===== config.mk =====
export PLATFORM = sky130hd
export DESIGN_NAME = conv_seq_top
export DESIGN_NICKNAME = d
export VERILOG_FILES = /design/src/rtl/cts_pkg.sv /design/src/rtl/cts_rst_hold.sv /design/src/rtl/cts_table.sv /design/src/rtl/cts_frame.sv /design/src/rtl/cts_conv.sv /design/src/rtl/conv_seq_top.sv
export SDC_FILE = /design/constraint.sdc
export NUM_CORES = 1
export LEC_CHECK = 0
export ABC_AREA = 1
export CAP_MARGIN = 25
export CORE_ASPECT_RATIO = 0.9
export CORE_UTILIZATION = 40
export DETAILED_ROUTE_END_ITERATION = 16
export GPL_TIMING_DRIVEN = 0
export PLACE_DENSITY_LB_ADDON = 0.05
export SYNTH_ARGS = -nofsm -noshare
export SYNTH_HDL_FRONTEND = slang
export SYNTH_HIERARCHICAL = 1
export SYNTH_SLANG_ARGS = --single-unit
export TNS_END_PERCENT = 1

===== constraint.sdc =====
create_clock -name clk -period 4.9 [get_ports clk]
set_input_delay 0.735 -clock clk [delete_from_list [all_inputs] [get_ports clk]]
set_output_delay 0.735 -clock clk [all_outputs]
set_load 0.05 [all_outputs]

===== src/rtl/cts_pkg.sv =====
package cts_pkg;
  localparam int NUM_ENT = 7;
  localparam int ADDR_W  = 3;
  // timing table entry indices
  localparam int IX_RST  = 0;
  localparam int IX_OBEG = 1;
  localparam int IX_OEND = 2;
  localparam int IX_SBEG = 3;
  localparam int IX_FLEN = 4;
  localparam int IX_CLEN = 5;
  localparam int IX_OEXT = 6;
endpackage


===== src/rtl/cts_rst_hold.sv =====
module cts_rst_hold #(
  parameter int HOLDOFF = 200
) (
  input  logic clk,
  input  logic rst_n,
  output logic rst_ni,
  output logic hold_done
);
  localparam int HC_W = $clog2(HOLDOFF + 1);

  logic          sync1_q;
  logic          sync2_q;
  logic [HC_W-1:0] hcnt_q, hcnt_d;
  logic          done_q, done_d;

  // release synchronizer
  always_ff @(posedge clk or negedge rst_n) begin
    if (!rst_n) begin
      sync1_q <= 1'b0;
      sync2_q <= 1'b0;
    end else begin
      sync1_q <= 1'b1;
      sync2_q <= sync1_q;
    end
  end

  assign rst_ni = sync2_q;

  always_comb begin
    hcnt_d = hcnt_q;
    done_d = done_q;
    if (!done_q) begin
      hcnt_d = hcnt_q + 1'b1;
      done_d = (hcnt_q == HC_W'(HOLDOFF - 1));
    end
  end

  always_ff @(posedge clk or negedge rst_ni) begin
    if (!rst_ni) begin
      hcnt_q <= '0;
      done_q <= 1'b0;
    end else if (!done_q) begin
      hcnt_q <= hcnt_d;
      done_q <= done_d;
    end
  end

  assign hold_done = done_q;
endmodule


===== src/rtl/cts_table.sv =====
module cts_table
  import cts_pkg::*;
#(
  parameter int TW = 16,
  parameter logic [NUM_ENT-1:0][TW-1:0] DEFS = '0
) (
  input  logic                          clk,
  input  logic                          rst_ni,
  input  logic                          we,
  input  logic [ADDR_W-1:0]             addr,
  input  logic [TW-1:0]                 wdata,
  output logic [NUM_ENT-1:0][TW-1:0]    tab_eff
);
  logic [NUM_ENT-1:0][TW-1:0] ent_q;

  for (genvar i = 0; i < NUM_ENT; i++) begin : g_ent
    logic wr_en;
    assign wr_en = we && (addr == ADDR_W'(i));

    always_ff @(posedge clk or negedge rst_ni) begin
      if (!rst_ni) begin
        ent_q[i] <= '0;
      end else if (wr_en) begin
        ent_q[i] <= wdata;
      end
    end

    // zero selects the built-in default
    assign tab_eff[i] = (ent_q[i] == '0) ? DEFS[i] : ent_q[i];
  end
endmodule


===== src/rtl/cts_frame.sv =====
module cts_frame
  import cts_pkg::*;
#(
  parameter int TW    = 16,
  parameter int OVR_W = 8
) (
  input  logic                       clk,
  input  logic                       rst_ni,
  input  logic                       hold_done,
  input  logic                       start_conv,
  input  logic                       hi_gain,
  input  logic [NUM_ENT-1:0][TW-1:0] tab_eff,
  output logic                       busy,
  output logic                       frame_end,
  output logic                       amp_rst,
  output logic                       ofs_smp,
  output logic                       sig_smp,
  output logic [OVR_W-1:0]           ovr_cnt
);
  localparam logic [OVR_W-1:0] OVR_MAX = '1;

  logic            busy_q, busy_d;
  logic [TW-1:0]   cnt_q, cnt_d;
  logic [OVR_W-1:0] ovr_q, ovr_d;
  logic            accept, fin, ovr_hit;
  logic            cnt_en;
  logic [TW:0]     oend_x;

  assign accept  = start_conv && !busy_q && hold_done;
  assign fin     = busy_q && (cnt_q == (tab_eff[IX_FLEN] - {{(TW-1){1'b0}}, 1'b1}));
  assign ovr_hit = start_conv && busy_q && (ovr_q != OVR_MAX);
  assign cnt_en  = accept || busy_q;

  always_comb begin
    busy_d = busy_q;
    cnt_d  = cnt_q;
    ovr_d  = ovr_q;
    if (accept) begin
      busy_d = 1'b1;
      cnt_d  = '0;
    end else if (fin) begin
      busy_d = 1'b0;
    end else if (busy_q) begin
      cnt_d = cnt_q + 1'b1;
    end
    if (ovr_hit) ovr_d = ovr_q + 1'b1;
  end

  always_ff @(posedge clk or negedge rst_ni) begin
    if (!rst_ni) begin
      busy_q <= 1'b0;
      cnt_q  <= '0;
    end else if (cnt_en) begin
      busy_q <= busy_d;
      cnt_q  <= cnt_d;
    end
  end

  always_ff @(posedge clk or negedge rst_ni) begin
    if (!rst_ni) begin
      ovr_q <= '0;
    end else if (ovr_hit) begin
      ovr_q <= ovr_d;
    end
  end

  // strobe decode from the frame counter
  assign oend_x  = {1'b0, tab_eff[IX_OEND]} + (hi_gain ? {1'b0, tab_eff[IX_OEXT]} : '0);
  assign amp_rst = busy_q && (cnt_q < tab_eff[IX_RST]);
  assign ofs_smp = busy_q && (cnt_q >= tab_eff[IX_OBEG]) && ({1'b0, cnt_q} < oend_x);
  assign sig_smp = busy_q && (cnt_q >= tab_eff[IX_SBEG]);

  assign busy      = busy_q;
  assign frame_end = fin;
  assign ovr_cnt   = ovr_q;

  p_frame_opens_at_zero_r1 : assert property (@(posedge clk) disable iff (!rst_ni)
    $rose(busy_q) |-> (cnt_q == '0));
  p_no_frame_in_holdoff_r2 : assert property (@(posedge clk) disable iff (!rst_ni)
    !hold_done |-> !busy_q);
  p_ovr_monotonic_r10 : assert property (@(posedge clk) disable iff (!rst_ni)
    ovr_q >= $past(ovr_q));
endmodule


===== src/rtl/cts_conv.sv =====
module cts_conv #(
  parameter int TW = 16
) (
  input  logic          clk,
  input  logic          rst_ni,
  input  logic          launch,
  input  logic [TW-1:0] conv_len,
  output logic          conv_en,
  output logic          data_valid
);
  logic          act_q, act_d;
  logic [TW-1:0] ccnt_q, ccnt_d;
  logic          dv_q;
  logic          done;
  logic          run_en;

  assign done   = act_q && (ccnt_q == (conv_len - {{(TW-1){1'b0}}, 1'b1}));
  assign run_en = launch || act_q;

  always_comb begin
    act_d  = act_q;
    ccnt_d = ccnt_q;
    if (launch) begin
      act_d  = 1'b1;
      ccnt_d = '0;
    end else if (done) begin
      act_d = 1'b0;
    end else if (act_q) begin
      ccnt_d = ccnt_q + 1'b1;
    end
  end

  always_ff @(posedge clk or negedge rst_ni) begin
    if (!rst_ni) begin
      act_q  <= 1'b0;
      ccnt_q <= '0;
    end else if (run_en) begin
      act_q  <= act_d;
      ccnt_q <= ccnt_d;
    end
  end

  always_ff @(posedge clk or negedge rst_ni) begin
    if (!rst_ni) dv_q <= 1'b0;
    else         dv_q <= done;
  end

  assign conv_en    = act_q;
  assign data_valid = dv_q;

  p_dv_single_cycle_r8 : assert property (@(posedge clk) disable iff (!rst_ni)
    dv_q |=> !dv_q);
endmodule


===== src/rtl/conv_seq_top.sv =====
module conv_seq_top
  import cts_pkg::*;
#(
  parameter int TW      = 16,
  parameter int HOLDOFF = 200,
  parameter int OVR_W   = 8,
  parameter int D_RST   = 8,
  parameter int D_OBEG  = 10,
  parameter int D_OEND  = 90,
  parameter int D_SBEG  = 100,
  parameter int D_FLEN  = 400,
  parameter int D_CLEN  = 300,
  parameter int D_OEXT  = 40
) (
  input  logic              clk,
  input  logic              rst_n,
  input  logic              start_conv,
  input  logic              hi_gain,
  input  logic              cfg_we,
  input  logic [2:0]        cfg_addr,
  input  logic [15:0]       cfg_wdata,
  output logic              amp_rst,
  output logic              ofs_smp,
  output logic              sig_smp,
  output logic              conv_en,
  output logic              data_valid,
  output logic              ready,
  output logic [7:0]        ovr_cnt
);
  localparam logic [NUM_ENT-1:0][TW-1:0] DEFS = '{
    TW'(D_OEXT), TW'(D_CLEN), TW'(D_FLEN), TW'(D_SBEG),
    TW'(D_OEND), TW'(D_OBEG), TW'(D_RST)};

  logic                       rst_ni;
  logic                       hold_done;
  logic [NUM_ENT-1:0][TW-1:0] tab_eff;
  logic                       busy;
  logic                       frame_end;

  cts_rst_hold #(.HOLDOFF(HOLDOFF)) u_hold (
    .clk       (clk),
    .rst_n     (rst_n),
    .rst_ni    (rst_ni),
    .hold_done (hold_done)
  );

  cts_table #(.TW(TW), .DEFS(DEFS)) u_table (
    .clk     (clk),
    .rst_ni  (rst_ni),
    .we      (cfg_we),
    .addr    (cfg_addr),
    .wdata   (cfg_wdata[TW-1:0]),
    .tab_eff (tab_eff)
  );

  cts_frame #(.TW(TW), .OVR_W(OVR_W)) u_frame (
    .clk        (clk),
    .rst_ni     (rst_ni),
    .hold_done  (hold_done),
    .start_conv (start_conv),
    .hi_gain    (hi_gain),
    .tab_eff    (tab_eff),
    .busy       (busy),
    .frame_end  (frame_end),
    .amp_rst    (amp_rst),
    .ofs_smp    (ofs_smp),
    .sig_smp    (sig_smp),
    .ovr_cnt    (ovr_cnt)
  );

  cts_conv #(.TW(TW)) u_conv (
    .clk        (clk),
    .rst_ni     (rst_ni),
    .launch     (frame_end),
    .conv_len   (tab_eff[IX_CLEN]),
    .conv_en    (conv_en),
    .data_valid (data_valid)
  );

  assign ready = hold_done && !busy;

  p_amp_reset_leads_r4 : assert property (@(posedge clk) disable iff (!rst_ni)
    $rose(busy) |-> amp_rst);
  p_conv_follows_frame_r8 : assert property (@(posedge clk) disable iff (!rst_ni)
    $fell(busy) |-> conv_en);
endmodule


# Word level (Yosys, flattened, before mapping)
# Cells that the tools add are included.
# word_totals
ff_bits,166
out_inout_bits,14
word_cells,96
# classes
add_sub_neg,7
n_lt_le_gt_ge,4
eq_ne,12
n_mux,19
n_reduce_logical,37
# ops
operator,n
$mux 16,14
$logic_not 16->1,7
$add 16x1->16 const B,2
$eq 16x16->1,2
$ge 16x16->1,2
$sub 16x1->16 const B,2
$logic_and 1x1->1,18
$add 16x17->17,1
$lt 16x17->1,1
$add 8x1->8 const B,2
$lt 16x16->1,1
$eq 3x3->1 const B,3
$eq 8x8->1 const B,1
$ne 8x8->1 const B,1
$reduce_bool 2->1,4
$eq 3x2->1 const B,2
$reduce_and 3->1,2
$mux 1,5
$reduce_and 2->1,2
$eq 3x1->1 const B,1
$logic_not 3->1,1
$logic_or 1x1->1,2
$ne 2x1->1 const B,1
$ne 2x2->1 const B,1
$logic_not 1->1,1

# Longest topological paths before layout
# logic_depth
word_depth,7
depth_mapped,26
depth_no_buf,26

# By module
# Netlist, hierarchy kept.
# by_module_without_submodules
module,n_inst,cells_per_inst,area_each_um2,seq_area_each_um2
cts_table,1,625,5073.6,2802.7
cts_frame,1,714,4571.9,625.6
cts_conv,1,307,1924.3,450.4
cts_rst_hold,1,60,539.3,275.3
conv_seq_top,1,2,10.0,0.0

# Worst setup path after synthesis
# Ideal clock, no wire load.
# synth_path
path_kind,input port to output port
from,input port hi_gain
to,output port ofs_smp
arrival_time_ns,3.946
slack_ns,0.219
stages,24
n_path_buf,2
cell_sequence,clkbuf_1 -> clkbuf_1 -> nand2_1 -> inv_1 -> ha_1 -> fa_1 -> nand3_1 -> nand2_1 -> nand2_1 -> nand2_1 -> nand2_1 -> nand2_1 -> nand2_1 -> nand3_1 -> nand2_1 -> nand2_1 -> xor2_1 -> ha_1 -> a21o_1 -> nand4_1 -> nand2_1 -> nor2_1 -> nand3_1 -> nor2_1
# synth_between
elab_chain_len,4
# synth_rtl
element,line_no,source
start: declaration,conv_seq_top.sv:18,"input logic hi_gain,"
$mux 16,cts_frame.sv:68,"assign oend_x = {1'b0, tab_eff[IX_OEND]} + (hi_gain ? {1'b0, tab_eff[IX_OEXT]} : '0);"
$add 16x17->17,cts_frame.sv:68,
$lt 16x17->1,cts_frame.sv:70,"assign ofs_smp = busy_q && (cnt_q >= tab_eff[IX_OBEG]) && ({1'b0, cnt_q} < oend_x);"
$logic_and 1x1->1,cts_frame.sv:70,
end: declaration,conv_seq_top.sv:23,"output logic ofs_smp,"
# Every way passes these cells.

# Final worst setup path
# Same ends and word-level chain as after synthesis.

==> impl_results.rst <==
.. list-table::
   :header-rows: 1

   * - Metric
     - Value
   * - Status
     - complete, no violations
   * - Number of detailed-route iterations in the first pass
     - 5
   * - Core region area
     - 29900 sq um
   * - Wirelength, routed
     - 35.2 mm
   * - GP Congestion
     - 0.856
   * - Die Width
     - 185 um
   * - Clock transition at the registers of the reported paths
     - 0.07 ns
   * - Area Growth Syn to Fin
     - 14.1%
   * - Global-route wire length before repair
     - 55.6 mm
   * - Synthesized net count
     - 1818
   * - Inst Count DP
     - 2149
   * - CTS root buf
     - clkbuf_16
   * - Nets
     - 1880
   * - Fin Clk Skew
     - 0.0129 ns
   * - Number of design-rule violations left by the first detailed-router iteration
     - 690
   * - Min-delay worst type
     - reg2reg
   * - Routed met3 length
     - 2.12 mm
   * - Via count
     - 10700
   * - CP Max Fanout
     - 10
   * - Final count of negative-setup-slack endpoints
     - 0
   * - Relative slew margins
     - 50.4%
   * - Final number of max-transition violations
     - 0
   * - Measured slew at the worst slew-check pin
     - 0.742 ns
   * - Final Hold Vio Count
     - 0
   * - Reported leakage power
     - 7.20 nW
   * - Proportion of synthesized chip area in sequential cells
     - 34.3%
   * - Number of antenna violations at the first check in global routing
     - 1
   * - Via count of the first global-routing pass
     - 10100
   * - Share of cells above drive strength 1
     - 8.86%
   * - Slowest CP cell
     - fa_1
   * - Post-Layout Cell Count
     - 2186
   * - Min Clock Period, post-route
     - 4.61 ns
   * - Pin count of the biggest net entering global routing
     - 64
   * - Number of routed nets with antenna violations
     - 0
   * - Number of diodes added for antenna fixing
     - 0
   * - Grt total ovfl
     - 0
   * - Max-cap violations
     - 0
   * - Overall routing resource usage
     - 23.6%
   * - Wire length on met1
     - 18.0 mm
   * - Post-detailed-route wirelength per cell
     - 16.1 um
   * - Synthesized area per cell
     - 7.10 sq um
   * - Final worst path period share
     - 94.0%
   * - Power density over cell area
     - 334 nW/um^2
   * - Clock latency reported for the late side of the worst-skew pair
     - 0.44 ns
   * - Post-Synthesis Cells
     - 1708
   * - Fmax
     - 217 MHz
   * - Detailed placement HPWL
     - 25.3 mm
   * - Height of the chip
     - 167 um
   * - Fill cell total of the finished layout
     - 3156
   * - Summed instance area of the synthesized netlist
     - 12100 sq um
   * - Synthesis-stage register bit count
     - 166
   * - DR top layer
     - met4
   * - Max stage delay on crit path
     - 0.40 ns
   * - Power after layout
     - 4.62 mW
   * - DRC
     - 0
   * - Number of buffers on the longest clock path
     - 2
   * - Hold buffer count at CTS
     - 0
   * - Most repeated library cell on the critical path
     - nand2_1
   * - Number of buffers inserted during clock tree synthesis
     - 17
   * - Effective utilization at floorplan
     - 40.6%
   * - Worst vdd ir
     - 0.239 mV
   * - Critical path data arrival time
     - 3.87 ns
   * - Endpoint kind of the worst setup timing path
     - primary output
   * - CTS tree
     - built
   * - Path type of the worst setup path
     - in2out
   * - Number of placement rows
     - 60
   * - Number of sinks on the clock net
     - 166
   * - Total number of yosys warnings
     - 6
   * - Kind of start point of the critical path
     - primary input
   * - Routed met2 length
     - 14.6 mm
   * - Worst EP required
     - 4.16 ns
   * - Number of buffers inserted by port buffering
     - 36
   * - Die area
     - 31000 sq um
   * - Number of H-tree levels
     - 4
   * - Number of unique standard cell types used by synthesis
     - 46
   * - I/O pins
     - 38
   * - Via-to-Cell Ratio
     - 4.91
[registers in the layout, indices dropped and copies added (netlist names)]
| name | cells |
|---|---|
| u_conv/ccnt_q | 16 |
| u_conv/conv_en | 1 |
| u_conv/data_valid | 1 |
| u_frame/busy | 1 |
| u_frame/cnt_q | 16 |
| u_frame/ovr_cnt | 8 |
| u_hold/hcnt_q | 8 |
| u_hold/hold_done | 1 |
| u_hold/rst_ni | 1 |
| u_hold/sync1_q | 1 |
| u_table/ent_q | 112 |
[final cells by class]
class | instances | area [sq um] | share of cell area (%)
Clock inverter | 14 | 209 | 1.51
Buffer | 134 | 631 | 4.56
Tap cell | 403 | 504 | 3.65
Timing Repair Buffer | 43 | 454 | 3.29
Clock buffer | 18 | 439 | 3.18
Sequential cell | 166 | 4160 | 30.1
Inverter | 212 | 796 | 5.76
Multi-Input combinational cell | 1196 | 6630 | 48.0
[worst paths after layout]
path	startpoint	depth (start not counted)	slack, ns	to
setup / recovery	hi_gain	25	0.29	ofs_smp
hold / removal	u_hold/sync1_q$_DFF_PN0_	0	0.35	u_hold/rst_ni$_DFF_PN0_
setup reg to reg	u_table/ent_q[74]$_DFFE_PN0P_	19	1.93	u_conv/ccnt_q[6]$_DFFE_PN0P_
hold reg to reg	u_hold/sync1_q$_DFF_PN0_	0	0.35	u_hold/rst_ni$_DFF_PN0_
max in group asynchronous	u_hold/rst_ni$_DFF_PN0_	2	3.41	u_table/ent_q[102]$_DFFE_PN0P_
min in group asynchronous	u_hold/rst_ni$_DFF_PN0_	0	0.39	u_hold/hcnt_q[3]$_DFFE_PN0N_
[where the power goes]
group	internal [mW]	switching (mW)	total (mW)
Sequential	1.54	0.157	1.70
Clock	0.885	0.631	1.52
Combinational	0.559	0.846	1.40
Total	2.99	1.63	4.62
[worst max-delay path, delay by kind of cell]
family | cells | cell delay, ns
buf+inv | 4 | 0.55
xor+xnor | 1 | 0.17
compound gates | 1 | 0.16
simple gates | 16 | 1.33
fa+ha+maj | 3 | 0.90
[timing repair]
action	in CTS	in global routing
gates resized for setup	8	27
endpoints found under the hold margin	0	0
cloned	0	0
pin swaps	0	4
setup buffers	0	5
endpoints found under the setup margin	1	1
[kinds of logic after synthesis]
family / share of synthesized area, %
AND/OR/NAND/NOR: 29.8
buffers and inverters: 11.7
AO/OA/AOI/OAI: 9.15
flip-flops: 34.3
adder cells (fa/ha/maj): 8.94
XOR/XNOR: 5.97
other: 0.0309
multiplexers: 0.0929
[layout by cell type (no fill, tap or decap), types with 4 or more instances in the layout]
cell type	count
nand3_1	92
buf_6	15
inv_2	6
clkdlybuf4s50_1	35
buf_4	5
nand2_4	5
dfrtp_1	165
nor2_1	170
nor2_4	6
xnor2_1	23
o21ai_1	67
bufinv_16	4
o21ai_2	23
nand3b_1	8
o21ai_0	47
buf_2	15
nor3_1	17
clkbuf_1	98
nand2_2	13
nor2_2	16
nand2_1	447
inv_1	206
buf_1	4
inv_6	6
ha_1	83
nand4_1	40
xor2_1	55
a21oi_1	40
nor4_1	5
clkbuf_16	17
[cell usage after synthesis (all sizes together)]
cell / number / area [sq um]
and3: 1 / 6.26
mux2: 1 / 11.3
and2: 1 / 6.26
o21bai: 3 / 22.5
nand3b: 8 / 60.1
o22ai: 1 / 6.26
a211oi: 3 / 22.5
nand2: 465 / 1810
dfrtp: 166 / 4150
a21o: 2 / 15.0
xor2: 56 / 490
nand2b: 1 / 6.26
nand4: 40 / 250
o311ai: 1 / 8.76
nor2: 194 / 841
xnor2: 24 / 210
buf: 32 / 236
o31ai: 2 / 15.0
a21oi: 43 / 215
conb: 1 / 3.75
xnor3: 1 / 22.5
clkbuf: 102 / 385
ha: 85 / 1060
o21ai: 137 / 764
o21a: 2 / 15.0
o211ai: 2 / 15.0
nor4: 5 / 31.3
fa: 1 / 20.0
o2111ai: 1 / 8.76
nand3: 96 / 503
nor3: 19 / 105
inv: 212 / 796
[layer usage]
layer	up-vias	track usage, %
li1	5482	-
met1	4999	35.8
met2	234	34.3
met3	28	3.74
met4	0	6.14
met5	-	0
[through the flow]
stage                     setup WS (ns)  area, sq um  utilization [%]  TNS [ns]  hold slack [ns]
after global routing           -0.00439        13800             46.3  -0.00439            0.368
after global placement           -0.709        13000             43.5    -0.709            0.335
final                             0.292        13800             46.3         0            0.355
after detailed placement         -0.733        13000             43.7    -0.733            0.339
after CTS                        0.0245        13700             45.8         0            0.355
after floorplan                   0.219        12100                -         0            0.331
Note: power is estimated with default switching activity, not from simulation.
